`src/rtl/tw_pkg.sv`:
```
package tw_pkg;
  typedef enum logic [1:0] {
    ST_IDLE,
    ST_SHIFT,
    ST_ACK,
    ST_HOLD
  } rx_state_e;
endpackage

```
`src/rtl/tw_line_sync.sv`:
```
module tw_line_sync #(
  parameter int STAGES = 2
) (
  input  logic clk,
  input  logic rst_n,
  input  logic line_i,
  output logic level_o,
  output logic rise_o,
  output logic fall_o
);
  logic [STAGES-1:0] chain_q;
  logic              prev_q;

  // bus idles high, so the chain resets to 1
  always_ff @(posedge clk or negedge rst_n) begin
    if (!rst_n) begin
      chain_q <= '1;
      prev_q  <= 1'b1;
    end else begin
      chain_q <= {chain_q[STAGES-2:0], line_i};
      prev_q  <= chain_q[STAGES-1];
    end
  end

  assign level_o = chain_q[STAGES-1];
  assign rise_o  = chain_q[STAGES-1] & ~prev_q;
  assign fall_o  = ~chain_q[STAGES-1] & prev_q;
endmodule

```
`src/rtl/tw_frame_rx.sv`:
```
module tw_frame_rx
  import tw_pkg::*;
#(
  parameter logic [6:0] DEV_ADDR = 7'b0011010,
  parameter int AW = 8,
  parameter int DW = 16
) (
  input  logic          clk,
  input  logic          rst_n,
  input  logic          scl_lvl,
  input  logic          scl_rise,
  input  logic          scl_fall,
  input  logic          sda_lvl,
  input  logic          sda_rise,
  input  logic          sda_fall,
  output logic          pull_o,
  output logic          wr_valid_o,
  output logic [AW-1:0] wr_addr_o,
  output logic [DW-1:0] wr_data_o
);
  localparam int PW     = AW + DW;
  localparam int NBYTES = 1 + PW / 8;
  localparam int BIW    = $clog2(NBYTES);
  localparam logic [BIW-1:0] LAST_BYTE = BIW'(NBYTES - 1);

  rx_state_e      state_q;
  logic [3:0]     bit_cnt_q;
  logic [BIW-1:0] byte_idx_q;
  logic [7:0]     shreg_q;
  logic [PW-1:0]  payload_q;
  logic           pull_q;
  logic           valid_q;

  wire start_ev = sda_fall & scl_lvl;
  wire stop_ev  = sda_rise & scl_lvl;
  wire addr_ok  = (shreg_q == {DEV_ADDR, 1'b0});

  always_ff @(posedge clk or negedge rst_n) begin
    if (!rst_n) begin
      state_q    <= ST_IDLE;
      bit_cnt_q  <= '0;
      byte_idx_q <= '0;
      shreg_q    <= '0;
      payload_q  <= '0;
      pull_q     <= 1'b0;
      valid_q    <= 1'b0;
    end else begin
      valid_q <= 1'b0;
      if (state_q != ST_IDLE && (start_ev || stop_ev)) begin
        state_q <= ST_IDLE;
        pull_q  <= 1'b0;
      end else begin
        unique case (state_q)
          ST_IDLE: begin
            if (start_ev) begin
              state_q    <= ST_SHIFT;
              bit_cnt_q  <= '0;
              byte_idx_q <= '0;
            end
          end
          ST_SHIFT: begin
            if (scl_rise && bit_cnt_q < 4'd8) begin
              shreg_q   <= {shreg_q[6:0], sda_lvl};
              bit_cnt_q <= bit_cnt_q + 4'd1;
            end else if (scl_fall && bit_cnt_q == 4'd8) begin
              if (byte_idx_q == '0) begin
                if (addr_ok) begin
                  state_q <= ST_ACK;
                  pull_q  <= 1'b1;
                end else begin
                  state_q <= ST_IDLE;
                end
              end else begin
                state_q   <= ST_ACK;
                pull_q    <= 1'b1;
                payload_q <= {payload_q[PW-9:0], shreg_q};
              end
            end
          end
          ST_ACK: begin
            if (scl_fall) begin
              pull_q    <= 1'b0;
              bit_cnt_q <= '0;
              if (byte_idx_q == LAST_BYTE) begin
                state_q <= ST_HOLD;
                valid_q <= 1'b1;
              end else begin
                byte_idx_q <= byte_idx_q + 1'b1;
                state_q    <= ST_SHIFT;
              end
            end
          end
          ST_HOLD: begin
            // wait for stop; extra clock pulses are ignored
          end
          default: state_q <= ST_IDLE;
        endcase
      end
    end
  end

  assign pull_o     = pull_q;
  assign wr_valid_o = valid_q;
  assign wr_addr_o  = payload_q[PW-1 -: AW];
  assign wr_data_o  = payload_q[DW-1:0];


  pull_scl_low_chk: assert property (@(posedge clk) disable iff (!rst_n)
    !$stable(pull_q) |-> !scl_lvl);

  strobe_single_chk: assert property (@(posedge clk) disable iff (!rst_n)
    valid_q |=> !valid_q);

  strobe_after_ack_chk: assert property (@(posedge clk) disable iff (!rst_n)
    valid_q |-> $past(pull_q));

  no_foreign_ack_chk: assert property (@(posedge clk) disable iff (!rst_n)
    ($rose(pull_q) && byte_idx_q == '0) |-> (shreg_q[7:1] == DEV_ADDR && !shreg_q[0]));
endmodule

```
`src/rtl/tw_regfile.sv`:
```
module tw_regfile #(
  parameter int AW = 8,
  parameter int DW = 16,
  parameter int NREGS = 8,
  parameter logic [DW-1:0] CHIP_ID = 16'hC0DE,
  parameter logic [2:0] REV = 3'd5
) (
  input  logic          clk,
  input  logic          rst_n,
  input  logic          wr_en,
  input  logic [AW-1:0] wr_addr,
  input  logic [DW-1:0] wr_data,
  input  logic [AW-1:0] rd_addr,
  output logic [DW-1:0] rd_data
);
  localparam int IW = $clog2(NREGS);

  function automatic logic [DW-1:0] dflt(input int idx);
    return DW'(32'h5A00 + idx);
  endfunction

  logic [DW-1:0] vals [NREGS];
  wire soft_rst = wr_en && (wr_addr == '0);

  for (genvar g = 0; g < NREGS; g++) begin : g_reg
    if (g == 0) begin : g_id
      assign vals[g] = CHIP_ID;
    end else if (g == 1) begin : g_rev
      assign vals[g] = DW'(REV);
    end else begin : g_rw
      logic [DW-1:0] q;
      always_ff @(posedge clk or negedge rst_n) begin
        if (!rst_n)                                 q <= dflt(g);
        else if (soft_rst)                          q <= dflt(g);
        else if (wr_en && wr_addr == AW'(g))        q <= wr_data;
      end
      assign vals[g] = q;
    end
  end

  assign rd_data = (rd_addr < AW'(NREGS)) ? vals[rd_addr[IW-1:0]] : '0;


  soft_reset_chk: assert property (@(posedge clk) disable iff (!rst_n)
    soft_rst |=> (vals[NREGS-1] == dflt(NREGS-1)));
endmodule

```
`src/rtl/twowire_regbank.sv`:
```
module twowire_regbank #(
  parameter logic [6:0]  DEV_ADDR    = 7'b0011010,
  parameter int          AW          = 8,
  parameter int          DW          = 16,
  parameter int          NREGS       = 8,
  parameter logic [15:0] CHIP_ID     = 16'hC0DE,
  parameter logic [2:0]  REV         = 3'd5,
  parameter int          SYNC_STAGES = 2
) (
  input  logic          clk,
  input  logic          rst_n,
  input  logic          scl_i,
  input  logic          sda_i,
  output logic          sda_pull_o,
  output logic          wr_valid_o,
  output logic [AW-1:0] wr_addr_o,
  output logic [DW-1:0] wr_data_o,
  input  logic [AW-1:0] rd_addr_i,
  output logic [DW-1:0] rd_data_o
);
  logic scl_lvl, scl_rise, scl_fall;
  logic sda_lvl, sda_rise, sda_fall;

  tw_line_sync #(.STAGES(SYNC_STAGES)) u_scl_sync (
    .clk(clk), .rst_n(rst_n), .line_i(scl_i),
    .level_o(scl_lvl), .rise_o(scl_rise), .fall_o(scl_fall));

  tw_line_sync #(.STAGES(SYNC_STAGES)) u_sda_sync (
    .clk(clk), .rst_n(rst_n), .line_i(sda_i),
    .level_o(sda_lvl), .rise_o(sda_rise), .fall_o(sda_fall));

  tw_frame_rx #(.DEV_ADDR(DEV_ADDR), .AW(AW), .DW(DW)) u_rx (
    .clk(clk), .rst_n(rst_n),
    .scl_lvl(scl_lvl), .scl_rise(scl_rise), .scl_fall(scl_fall),
    .sda_lvl(sda_lvl), .sda_rise(sda_rise), .sda_fall(sda_fall),
    .pull_o(sda_pull_o), .wr_valid_o(wr_valid_o),
    .wr_addr_o(wr_addr_o), .wr_data_o(wr_data_o));

  tw_regfile #(.AW(AW), .DW(DW), .NREGS(NREGS), .CHIP_ID(DW'(CHIP_ID)), .REV(REV)) u_bank (
    .clk(clk), .rst_n(rst_n),
    .wr_en(wr_valid_o), .wr_addr(wr_addr_o), .wr_data(wr_data_o),
    .rd_addr(rd_addr_i), .rd_data(rd_data_o));
endmodule

```
`config.mk`:
```
export PLATFORM = sky130hd
export DESIGN_NAME = twowire_regbank
export DESIGN_NICKNAME = d
export VERILOG_FILES = /design/src/rtl/tw_pkg.sv /design/src/rtl/tw_line_sync.sv /design/src/rtl/tw_frame_rx.sv /design/src/rtl/tw_regfile.sv /design/src/rtl/twowire_regbank.sv
export SDC_FILE = /design/constraint.sdc
export NUM_CORES = 1
export LEC_CHECK = 0
export ABC_CLOCK_PERIOD_IN_PS = 2400
export CAP_MARGIN = 20
export CORE_MARGIN = 2
export CORE_UTILIZATION = 50
export CTS_CLUSTER_DIAMETER = 120
export DETAILED_ROUTE_END_ITERATION = 8
export PLACE_DENSITY = 0.7
export SETUP_SLACK_MARGIN = 0.15
export SLEW_MARGIN = 20
export SYNTH_ARGS = -nofsm -noshare
export SYNTH_HDL_FRONTEND = slang
export SYNTH_SLANG_ARGS = --single-unit
```
`constraint.sdc`:
```
create_clock -name clk -period 2.4 [get_ports clk]
set_input_delay 0.24 -clock clk [delete_from_list [all_inputs] [get_ports clk]]
set_output_delay 0.24 -clock clk [all_outputs]
set_load 0.02 [all_outputs]
```
==> metrics list <==
* Outcome: complete, no violations
- Setup violations remaining at the end of the flow were counted as 0.
- Global Route Usage Sum: 0.241
- RSZ-0062 raised after global routing: false
- In this run the vertical extent of the chip is 120 µm.
- Count of unique library cells instantiated by Yosys: 48
* Total overflow reported by the global router: 0
- Counting I/O delays and the setup requirement, the final critical path takes 2.21 ns.
- The largest individual stage delay along the critical path comes from the cell or3_4.
* Global-route wire length before repair: 26400 µm
* Setup CP Type: flip-flop to flip-flop
- Number of nets with antenna violations after routing: 0
* Final standard cell area without fillers: 8160 µm²
* Post-place instance area: 7610 µm²
- The HPWL after detailed placement is 10800 µm.
* I/O pins: 54
- Initial standard-cell utilization of the core: 0.511
- In this run the power density over the cells is 685 nW/µm².
* Core Rows: 42
* Switching power: 0.00132 W
* Total of flip-flops plus latches after synthesis: 144
- The mapped netlist covers 6770 µm².
- Data on the critical path is required at its endpoint by 2.69 ns.
- DR pass1 iterations: 5
* Synth warn: 0
* Kind of end point of the critical path: flip-flop
- Final Power: 0.00559 W
* Final WL: 16000 µm
- Among cell families on the critical path, the largest total delay comes from simple AND/OR/NAND/NOR gates.
* Total placed cells including tap cells: 811
- In this run the horizontal extent of the chip is 120 µm.
* Worst path buffer plus inverter count: 1
- Largest net degree at the start of global routing: 64
- Sequential share of power: 0.474
- Mean cell area of the mapped netlist: 11.5 µm²
- Synth-to-layout area growth: 20.7%
- For this run, design rule violations remaining after detail routing come to 0.
- VDD sags by at most 0.407 mV.
* CP max FO: 16
* Startpoint type of the worst setup path: flip-flop
* Net count of the finished layout: 675
* Prevailing post-synth register cell: dfrtp_1
- At the placement stage, the worst setup path has a slack of -0.0293 ns.
- Number of vias after detailed routing: 4780
- Post-synth EDFFs: 0
- H-tree depth reported by CTS: 4
- Routability-driven placement finished with a final weighted congestion of 0.804.
* Vias per cell: 5.66
- Critical path's largest stage delay: 0.42 ns
* Worst clock skew: 0.00650 ns
- The number of max-slew violations in the final report is 0.
- Clock Pin Slew Worst Setup and Hold Paths: 0.05 ns
* Transition time of the tightest slew-check pin: 0.585 ns
- Antenna violations before repair: 0
* Most prevalent standard cell on the critical path: or3b_4
* Post-Syn Instances: 590
* Worst slew margin relative to its limit: 0.610
- Of the total power, the clock network draws 0.422.
- After filler insertion, the fill cell instance count of the layout stands at 1100.
* Top library cells by usage in the layout, fill and taps aside: dfrtp_1 (103), nand2_1 (88), nor2_1 (62)
- Share of flip-flops with an asynchronous set or reset: 1.00
- Final Hold Vio Count: 0
- Clock latency at the later pin of the worst-skew pair: 0.42 ns
- Number of global-route vias before repair: 4905
- Number of buffers created by CTS: 17
- Across the run, the number of max-cap violations was 0.
- Worst path arrival time: 2.49 ns
* Fmax: 0.453 GHz
- For this run, the register share of the synthesized area comes to 0.540.
* Fraction of final layout cells with drive strength greater than 1: 0.251
- Counting along the longest clock path gives a buffer depth of 2.
- Final WS setup: 0.194 ns
- Switching Fraction: 0.237
* Die footprint: 14500 µm²
- Internal power comes to 0.00427 W.
- Hold WC Path Type: input port to flip-flop
- CTS saw 144 sinks.
- Portion of total power attributed to combinational logic: 0.104
- Synthesis produced a netlist with a net count of 610.
* Average routed wire per standard cell: 19.0 µm
- The number of antenna diodes in the final layout is 0.
* Most common library cell in the layout ignoring fill and taps: dfrtp_1
- Final cycle utilization of the critical path: 0.919
- TritonCTS built the clock tree.
- Walking the worst path, the cells encountered are or3_4, or3b_4, or3b_4, buf_12, mux2i_2, nor2_1.
* Number of standard cells in the layout, taps in and fillers out: 844
- Buffers added on ports: 53
- Library cell used as clock root buffer: clkbuf_16
- Area of the placeable core: 13200 µm²
* DRC violation total after the first TritonRoute iteration: 345
- P_leak: 3.91 nW
[final cells by class]
class,count,area [µm²],area share
inverter,10,37.5,0.00460
clock inverter,1,5.00,0.000613
clock buffer,31,528,0.0647
tap,176,220,0.0270
sequential,144,3650,0.448
multi-input combinational,399,2910,0.356
timing repair buffer,83,811,0.0993
[sequential cells by signal, indices dropped and copies added, names as in the netlist, 2 cells and up]
name,flops
u_bank.g.g_rw.q,96
u_rx.bit_cnt_q,4
u_rx.byte_idx_q,2
u_rx.payload_q,24
u_rx.shreg_q,8
u_rx.state_q,2
u_scl_sync.chain_q,2
u_sda_sync.chain_q,2
[metrics by stage]
step | util | setup TNS [ns] | hold WS [ns]
after global placement | 0.575 | -0.0117 | 0.262
final | 0.616 | 0 | 0.230
after CTS | 0.615 | 0 | 0.216
after detailed placement | 0.575 | -0.0566 | 0.261
after global routing | 0.616 | 0 | 0.222
after floorplan | - | 0 | -0.0556
[worst paths after layout]
path,start,endpoint,slack (ns),depth (start not counted)
max in group asynchronous,rst_n,u_bank.g_reg[6].g_rw.q[1],1.24,3
worst min register to register,u_scl_sync.chain_q[0],u_scl_sync.chain_q[1],0.35,0
worst max register to register,u_rx.payload_q[20],u_bank.g_reg[5].g_rw.q[15],0.19,6
worst max-delay path,u_rx.payload_q[20],u_bank.g_reg[5].g_rw.q[15],0.19,6
min in group asynchronous,rst_n,u_bank.g_reg[4].g_rw.q[0],0.38,2
worst min-delay path,scl_i,u_scl_sync.chain_q[0],0.23,1
[timing repair]
item	4_1_cts	5_1_grt
gates cloned	0	0
buffers inserted	0	0
resized for setup	18	6
endpoints found under the hold margin	30	0
endpoints found under the setup margin	17	54
hold buffers	1	0
[routing by layer]
metal  share of wire  wire length [µm]  up-vias  track usage
met2            0.49              7760      149        0.390
met1            0.44              7100     2413        0.327
met4           0.017               274        0       0.0843
li1                -                 -     2197            -
met3           0.054               863       21       0.0458
met5               0                 0        -            0
[cells in the mapped netlist, types with 2 or more instances]
cell / n / area, µm²
mux2_2: 41 / 462
o21ai_0: 40 / 200
nor2_1: 62 / 233
nor3_1: 5 / 25.0
a22o_1: 11 / 96.3
nand3_1: 4 / 20.0
dfrtp_1: 103 / 2580
a311oi_1: 2 / 17.5
and2_1: 3 / 18.8
o22a_1: 6 / 52.6
clkbuf_8: 2 / 27.5
or2_2: 2 / 12.5
dfstp_2: 41 / 1080
ha_1: 8 / 100
o31ai_1: 2 / 15.0
nor2b_1: 5 / 31.3
mux2i_1: 56 / 561
inv_1: 10 / 37.5
o32ai_1: 2 / 17.5
a21oi_1: 14 / 70.1
buf_2: 9 / 45.0
a211oi_1: 3 / 22.5
a22oi_1: 7 / 52.6
nand2_1: 89 / 334
nand2b_1: 4 / 25.0
mux4_2: 16 / 360
clkbuf_1: 22 / 82.6
[cell families after synthesis]
logic type / Yosys count / synth area share
adder cells (fa/ha/maj): 8 / 0.0148
flip-flops: 144 / 0.540
buffers and inverters: 47 / 0.0348
XOR/XNOR: 2 / 0.00259
AND/OR/NAND/NOR: 185 / 0.118
multiplexers: 113 / 0.204
AO/OA/AOI/OAI: 91 / 0.0851
[power by group through the flow]
| stage | Sequential, W | Combinational [W] | Clock (W) |
|---|---|---|---|
| after detailed placement | 0.00269 | 0.000571 | 0 |
| after global placement | 0.00268 | 0.000541 | 0 |
| after global routing | 0.00267 | 0.000646 | 0.00251 |
| after floorplan | 0.00266 | 0.000375 | 0 |
| final | 0.00265 | 0.000579 | 0.00236 |
| after CTS | 0.00265 | 0.000583 | 0.00240 |
(Power assumes the default switching activity.)
